`src/rtl/chan_retry_ctl.sv`:
```
module chan_retry_ctl #(
  parameter int TICK_US     = 100,
  parameter int RETRY_TICKS = 10000 / TICK_US
) (
  input  logic       clk,
  input  logic       rst_n,
  input  logic       tick,
  input  logic       sw_wr,
  input  logic       sw_wr_val,
  input  logic       latch_cfg,
  input  logic       i2t_en,
  input  logic [1:0] cap_mode,
  input  logic       inrush_active,
  input  logic       ocp_evt,
  input  logic       tsd_evt,
  input  logic       i2t_evt,
  input  logic       over_thr,
  input  logic [1:0] cool_code,
  input  logic [1:0] dly_code,
  output logic       ch_en,
  output logic       latched_off,
  output logic       sw_stat
);

  localparam int DLY0  = 200 / TICK_US;
  localparam int DLY1  = 400 / TICK_US;
  localparam int DLY2  = 1000 / TICK_US;
  localparam int DLY3  = 2000 / TICK_US;
  localparam int COOL1 = 800000 / TICK_US;
  localparam int COOL2 = 2000000 / TICK_US;
  localparam int COOL3 = 4000000 / TICK_US;
  localparam int MAXW  = (COOL3 > RETRY_TICKS) ? COOL3 : RETRY_TICKS;
  localparam int CW    = $clog2(MAXW + 1);
  localparam int DW    = $clog2(DLY3 + 1);

  typedef enum logic [1:0] {S_OFF, S_ON, S_WAIT} st_t;

  st_t           st;
  logic [CW-1:0] cnt, lim, cool_lim;
  logic [DW-1:0] dly_cnt, dly_lim;
  logic          lat;

  always_comb begin
    case (dly_code)
      2'd0:    dly_lim = DW'(DLY0);
      2'd1:    dly_lim = DW'(DLY1);
      2'd2:    dly_lim = DW'(DLY2);
      default: dly_lim = DW'(DLY3);
    endcase
    case (cool_code)
      2'd1:    cool_lim = CW'(COOL1);
      2'd2:    cool_lim = CW'(COOL2);
      default: cool_lim = CW'(COOL3);
    endcase
  end

  wire on         = (st == S_ON);
  wire chg_block  = (cap_mode != 2'd0) && inrush_active;
  wire integ_ok   = i2t_en && !chg_block;
  wire dly_run    = on && integ_ok && over_thr;
  wire dly_exp    = dly_run && tick && (dly_cnt == dly_lim - DW'(1));
  wire integ_trip = on && integ_ok && (i2t_evt || dly_exp);
  wire norm_trip  = on && (tsd_evt || (ocp_evt && !i2t_en));

  always_ff @(posedge clk or negedge rst_n) begin
    if (!rst_n) begin
      st      <= S_OFF;
      cnt     <= '0;
      lim     <= '0;
      lat     <= 1'b0;
      dly_cnt <= '0;
    end else begin
      if (!dly_run)  dly_cnt <= '0;
      else if (tick) dly_cnt <= dly_exp ? '0 : dly_cnt + DW'(1);

      if (sw_wr && !sw_wr_val) begin
        st <= S_OFF;
      end else if (sw_wr && st == S_OFF) begin
        st  <= S_ON;
        lat <= 1'b0;
      end else begin
        case (st)
          S_ON: begin
            if (integ_trip) begin
              if (cool_code == 2'd0) begin
                st  <= S_OFF;
                lat <= 1'b1;
              end else begin
                st  <= S_WAIT;
                lim <= cool_lim;
                cnt <= '0;
              end
            end else if (norm_trip) begin
              if (latch_cfg) begin
                st  <= S_OFF;
                lat <= 1'b1;
              end else begin
                st  <= S_WAIT;
                lim <= CW'(RETRY_TICKS);
                cnt <= '0;
              end
            end
          end
          S_WAIT: begin
            if (tick) begin
              if (cnt == lim - CW'(1)) st <= S_ON;
              else cnt <= cnt + CW'(1);
            end
          end
          default: ;
        endcase
      end
    end
  end

  assign ch_en       = on;
  assign sw_stat     = on;
  assign latched_off = lat;

  p_latched_dark_r4: assert property (@(posedge clk) disable iff (!rst_n)
    latched_off |-> !ch_en);

  p_latch_from_on_r5: assert property (@(posedge clk) disable iff (!rst_n)
    $rose(latched_off) |-> $past(ch_en));

  p_latch_hold_r5: assert property (@(posedge clk) disable iff (!rst_n)
    latched_off && !(sw_wr && sw_wr_val) |=> latched_off);

  p_off_write_r2: assert property (@(posedge clk) disable iff (!rst_n)
    sw_wr && !sw_wr_val |=> !ch_en);

  p_ocp_ignored_r8: assert property (@(posedge clk) disable iff (!rst_n)
    ch_en && i2t_en && ocp_evt && !tsd_evt && !i2t_evt && !over_thr && !sw_wr |=> ch_en);

  p_charge_block_r9: assert property (@(posedge clk) disable iff (!rst_n)
    ch_en && cap_mode != 2'd0 && inrush_active && !tsd_evt && !(ocp_evt && !i2t_en) && !sw_wr
      |=> ch_en);

endmodule

```
`config.mk`:
```
export PLATFORM = sky130hd
export DESIGN_NAME = chan_retry_ctl
export DESIGN_NICKNAME = d
export VERILOG_FILES = /design/src/rtl/chan_retry_ctl.sv
export SDC_FILE = /design/constraint.sdc
export NUM_CORES = 1
export LEC_CHECK = 0
export ABC_AREA = 1
export BUFFER_PORTS_ARGS = -buffer_cell sky130_fd_sc_hd__buf_2
export CELL_PAD_IN_SITES_DETAIL_PLACEMENT = 0
export CELL_PAD_IN_SITES_GLOBAL_PLACEMENT = 1
export CORE_MARGIN = 5
export CORE_UTILIZATION = 48
export CTS_BUF_LIST = sky130_fd_sc_hd__clkbuf_8
export DETAILED_ROUTE_END_ITERATION = 8
export PLACE_DENSITY_LB_ADDON = 0.08
export SYNTH_ARGS = -nofsm -noshare
export SYNTH_HDL_FRONTEND = slang
export SYNTH_SLANG_ARGS = --single-unit
```
`constraint.sdc`:
```
create_clock -name clk -period 5.9 [get_ports clk]
set_input_delay 1.18 -clock clk [delete_from_list [all_inputs] [get_ports clk]]
set_output_delay 1.18 -clock clk [all_outputs]
set_load 0.02 [all_outputs]
```
# Yosys cells after proc, flatten, opt, wreduce, memory -nomap -nowiden
# Cells that the tools add are included.
dict set report word_totals {
  regBits 40
  inputBits 18
  out_inout_bits 3
}
dict set report classes {
  addsub 4
  eq_ne 20
  mux 31
  n_bitwise 2
  n_reduce_logical 30
}
# op n
set ops {}
lappend ops {{$mux W16} 10}
lappend ops {{$pmux W16 S2} 2}
lappend ops {{$add A16 B1 Y16 const B} 1}
lappend ops {{$eq A16 B16 Y1} 1}
lappend ops {{$mux W2} 8}
lappend ops {{$sub A16 B1 Y16 const B} 1}
lappend ops {{$mux W5} 3}
lappend ops {{$pmux W5 S3} 1}
lappend ops {{$logic_and A1 B1 Y1} 11}
lappend ops {{$ne A2 B2 Y1 const B} 4}
lappend ops {{$ne A4 B4 Y1 const B} 2}
lappend ops {{$reduce_and A8 Y1} 1}
lappend ops {{$reduce_bool A2 Y1} 4}
lappend ops {{$eq A2 B1 Y1 const B} 3}
lappend ops {{$eq A2 B2 Y1 const B} 3}
lappend ops {{$logic_not A2 Y1} 3}
lappend ops {{$mux W1} 6}
lappend ops {{$ne A3 B1 Y1 const B} 2}
lappend ops {{$reduce_and A6 Y1} 1}
lappend ops {{$reduce_bool A3 Y1} 2}
lappend ops {{$add A5 B1 Y5 const B} 1}
lappend ops {{$eq A5 B5 Y1} 1}
lappend ops {{$ne A5 B1 Y1 const B} 1}
lappend ops {{$reduce_and A5 Y1} 1}
lappend ops {{10 further kinds} 14}

# Logic depth before layout (Yosys ltp)
dict set report logic_depth {
  word_depth 14
  mapped_depth 17
}

# Worst setup path before layout
# Ideal clock, no wire load.
dict set report synth_path {
  kind {input port to flip-flop}
  start {input cap_mode[1]}
  end {register cnt[9]}
  t_arrival_ns 2.400
  t_required_ns 5.785
  path_slack_ns 3.385
  cell_stages 13
  n_path_buf 1
  cell_sequence {o21ai_1 nand3_1 nor2_2 nand2_1 nand2_2 nand2_4 inv_2 nor2_2 nor2_8 nand2_4 buf_12 nand2_2 nand2_2}
}
dict set report synth_via {
  elab_chain_len 12
}
# element line_no
set synth_lines {}
lappend synth_lines {{start, declared} 12} ;# input logic [1:0] cap_mode,
lappend synth_lines {{$reduce_bool A2 Y1 (*)} 58} ;# wire chg_block = (cap_mode != 2'd0) && inrush_active;
lappend synth_lines {{$logic_and A1 B1 Y1 (*)} 58}
lappend synth_lines {{$logic_not A1 Y1 (*)} 59} ;# wire integ_ok = i2t_en && !chg_block;
lappend synth_lines {{$logic_and A1 B1 Y1 (*)} 59}
lappend synth_lines {{$logic_and A1 B1 Y1 (*)} {60, 62}}
lappend synth_lines {{$logic_and A1 B1 Y1} 60} ;# wire dly_run = on && integ_ok && over_thr;
lappend synth_lines {{$logic_and A1 B1 Y1 (2 in a row)} 61} ;# wire dly_exp = dly_run && tick && (dly_cnt == dly_lim - DW'(1));
lappend synth_lines {{$logic_or A1 B1 Y1} 62} ;# wire integ_trip = on && integ_ok && (i2t_evt || dly_exp);
lappend synth_lines {{$logic_and A1 B1 Y1 (*)} 62}
lappend synth_lines {{$ne A3 B3 Y1 (no source line), or another cell as far along} n/a}
lappend synth_lines {{$reduce_and A8 Y1 (no source line) or $pmux W16 S2 (tied branches)} n/a}
lappend synth_lines {{end signal, assigned} 107} ;# else cnt <= cnt + CW'(1);
lappend synth_lines {{end, declared} 39} ;# logic [CW-1:0] cnt, lim, cool_lim;
# Every way passes the cells marked *; elsewhere a longest branch is shown, timed or not.
# A chain may end at the register's enable or synchronous reset.

# Worst setup path in the final report
dict set report layout_path {
  start {input cap_mode[1]}
  end {register cnt[10]}
}
# Same word-level chain as after synthesis.

==> reports/metrics.yaml <==
status: "finished clean"
multi_input_area_um2: 1600
finalWirelength_um: 6000
layout.nets: 444
htreeDepth: 2
fillers: 576
cts_buffers: 5
synth.yosys.seq_area_share: 0.307
worstPathMaxFanout: 17
grt_pass1_wl_um: 10800
core_area_um2: 5470
synth_ff_type: "dfrtp_1"
initial_core_util: 0.492
ant_nets: 0
hold_buffers: 0
finalPower_uw: 865
crit_path_top_delay_cell: "nor2_8"
max_cap_violations: 0
place_congestion: 0.860
clockRootBuffer: "clkbuf_8"
slowest_delay_ns: 0.25
via_per_inst: 5.00
min_from: "st[1]"
rsz0062_at_grt: "false"
post_synth_instance_area_um2: 2690
cts.sinks: 33
path_cells: "buf_2 > o21ai_1 > nand3_1 > nor2_2 > nand2_1 > nand2_2 > nand2_4 > inv_2 > nor2_2 > nor2_8 > nand2_4 > nand2_2 > nand2_2"
avgSynthCellArea_um2: 6.75
tightestPinTransition_ns: 0.774
antenna_found_initial: 0
max-slew-margin-rel: 0.484
dpl_cell_area_um2: 2820
worst_path_most_repeated_cell: "nand2_2"
fp.dieArea_um2: 7210
crit_type: "in -> reg"
p_leak_uw: 0.00146
cp.arrival_ns: 2.77
die_h_um: 84.9
synth_cell_types: 33
antenna_cells: 0
hold_viol: 0
die_w_um: 84.9
end_kind: "register"
ff_latch_area_um2: 826
drt_first_pass_iters: 4
final_cell_mix: "nand2_1, nand3_1, nor2_1"
io_buffer_count: 20
syn_inst: 399
place_hpwl_um: 4570
grt_start_max_net_pins: 34
synth-async-reset-ratio: 1.00
final_area_um2: 2910
grt_pass1_vias: 2391
required_ns: 6.08
vdd_drop_max_v: 0.000156
slew_violations: 0
tns_ns: 0
grt_util_all_layers: 0.185
ys_ff_latch: 33
vias: 2440
post-route-min-period_ns: 2.58
clk_pin_slew_ns: 0.07
finalSetupViolCount: 0
fmax_mhz: 387
final_util: 0.531
wire_per_inst_um: 12.3
post-route-period-util: 0.438
layout-drive-gt1-share: 0.183
tritoncts: "done"
cp-start-kind: "primary input"
r2r_start: "lim[2]"
min_path_type: "reg -> reg"
cts_resized: 0
yosys_warnings: 0
power_density_nw_per_um2: 298
syn_to_final_growth_pct: 7.95
clock_skew_ns: 0.00672
drt_iter0_markers: 87
synth_fp_nets: 427
instances_no_fill: 488
drcViolationCount: 0
placedCellCount: 481
io_pins: 21
synth_edf_count: 0
final_common_cell: "nand2_1"
clkLatencyLatePin_ns: 0.29
core.rowCount: 27
worstSetupStartpoint: "cap_mode[1]"
grt.overflow.total: 0
cts_setup_buffers: 0
cts_buffer_depth: 2
state kept, by name, summed over array words and instances (netlist names):
signal and cells:
lim 9, st 2, latched_off 1, cnt 16
dly_cnt 5
per-stage QoR:
step | hold slack (ns) | worst slack [ns]
3_5_place_dp | 0.492 | 3.00
6_report | 0.502 | 3.32
5_1_grt | 0.548 | 3.07
3_3_place_gp | 0.489 | 3.04
4_1_cts | 0.509 | 3.31
2_1_floorplan | 0.467 | 3.38
cell families (layout without fill, tap and decap cells):
logic type,Yosys count,in the layout,share of synthesized area
simple gates,250,250,0.439
xor+xnor,19,19,0.0618
buf+inv,63,80,0.0990
flops,33,33,0.307
compound gates,24,24,0.0469
fa+ha+maj,10,10,0.0465
worst paths after layout:
path	end	slack, ns	depth (start not counted)
setup / recovery	cnt[10]	3.32	13
max in group asynchronous	lim[6]	4.45	1
hold / removal	st[1]	0.50	2
hold reg to reg	st[1]	0.50	2
setup reg to reg	cnt[10]	3.49	16
min in group asynchronous	cnt[2]	0.96	1
synthesized netlist by cell type, types with 4 or more instances:
cell,instances,area (um2)
ha_1,10,125
inv_2,13,48.8
a21oi_1,5,25.0
xnor2_1,6,52.6
o21ai_1,10,50.1
xor2_1,13,114
nor3_1,6,30.0
o21ai_0,5,25.0
buf_2,4,20.0
nand2_2,20,125
inv_1,38,143
nand3_1,43,215
nand2_1,115,432
nor2_2,6,37.5
nand4_1,5,31.3
dfrtp_1,33,826
nor2_1,39,146
metal layers:
metal	global-route usage	up-vias	part of all wire
met2	0.298	43	0.46
met3	0.0301	13	0.040
li1	-	1280	-
met1	0.254	1104	0.48
met4	0.0619	0	0.022
met5	0	-	0
critical path: cells and delay by family:
family | cells | cell delay [ns]
buffers and inverters | 2 | 0.20
AOI/OAI and AO/OA | 1 | 0.15
and+or+nand+nor | 10 | 1.20
layout make-up:
class	count	share of cell area
Clock inverter	1	0.00258
Clock buffer	6	0.0284
Tap cell	72	0.0310
Inverter	53	0.0689
Sequential cell	33	0.284
Timing Repair Buffer	20	0.0344
Multi-Input combinational cell	303	0.551
power by group:
group,internal (uW),switching [uW]
combinational,134,267
sequential,250,33.1
clock,92.3,89.2
No activity file was read; power rests on OpenSTA's default activity.
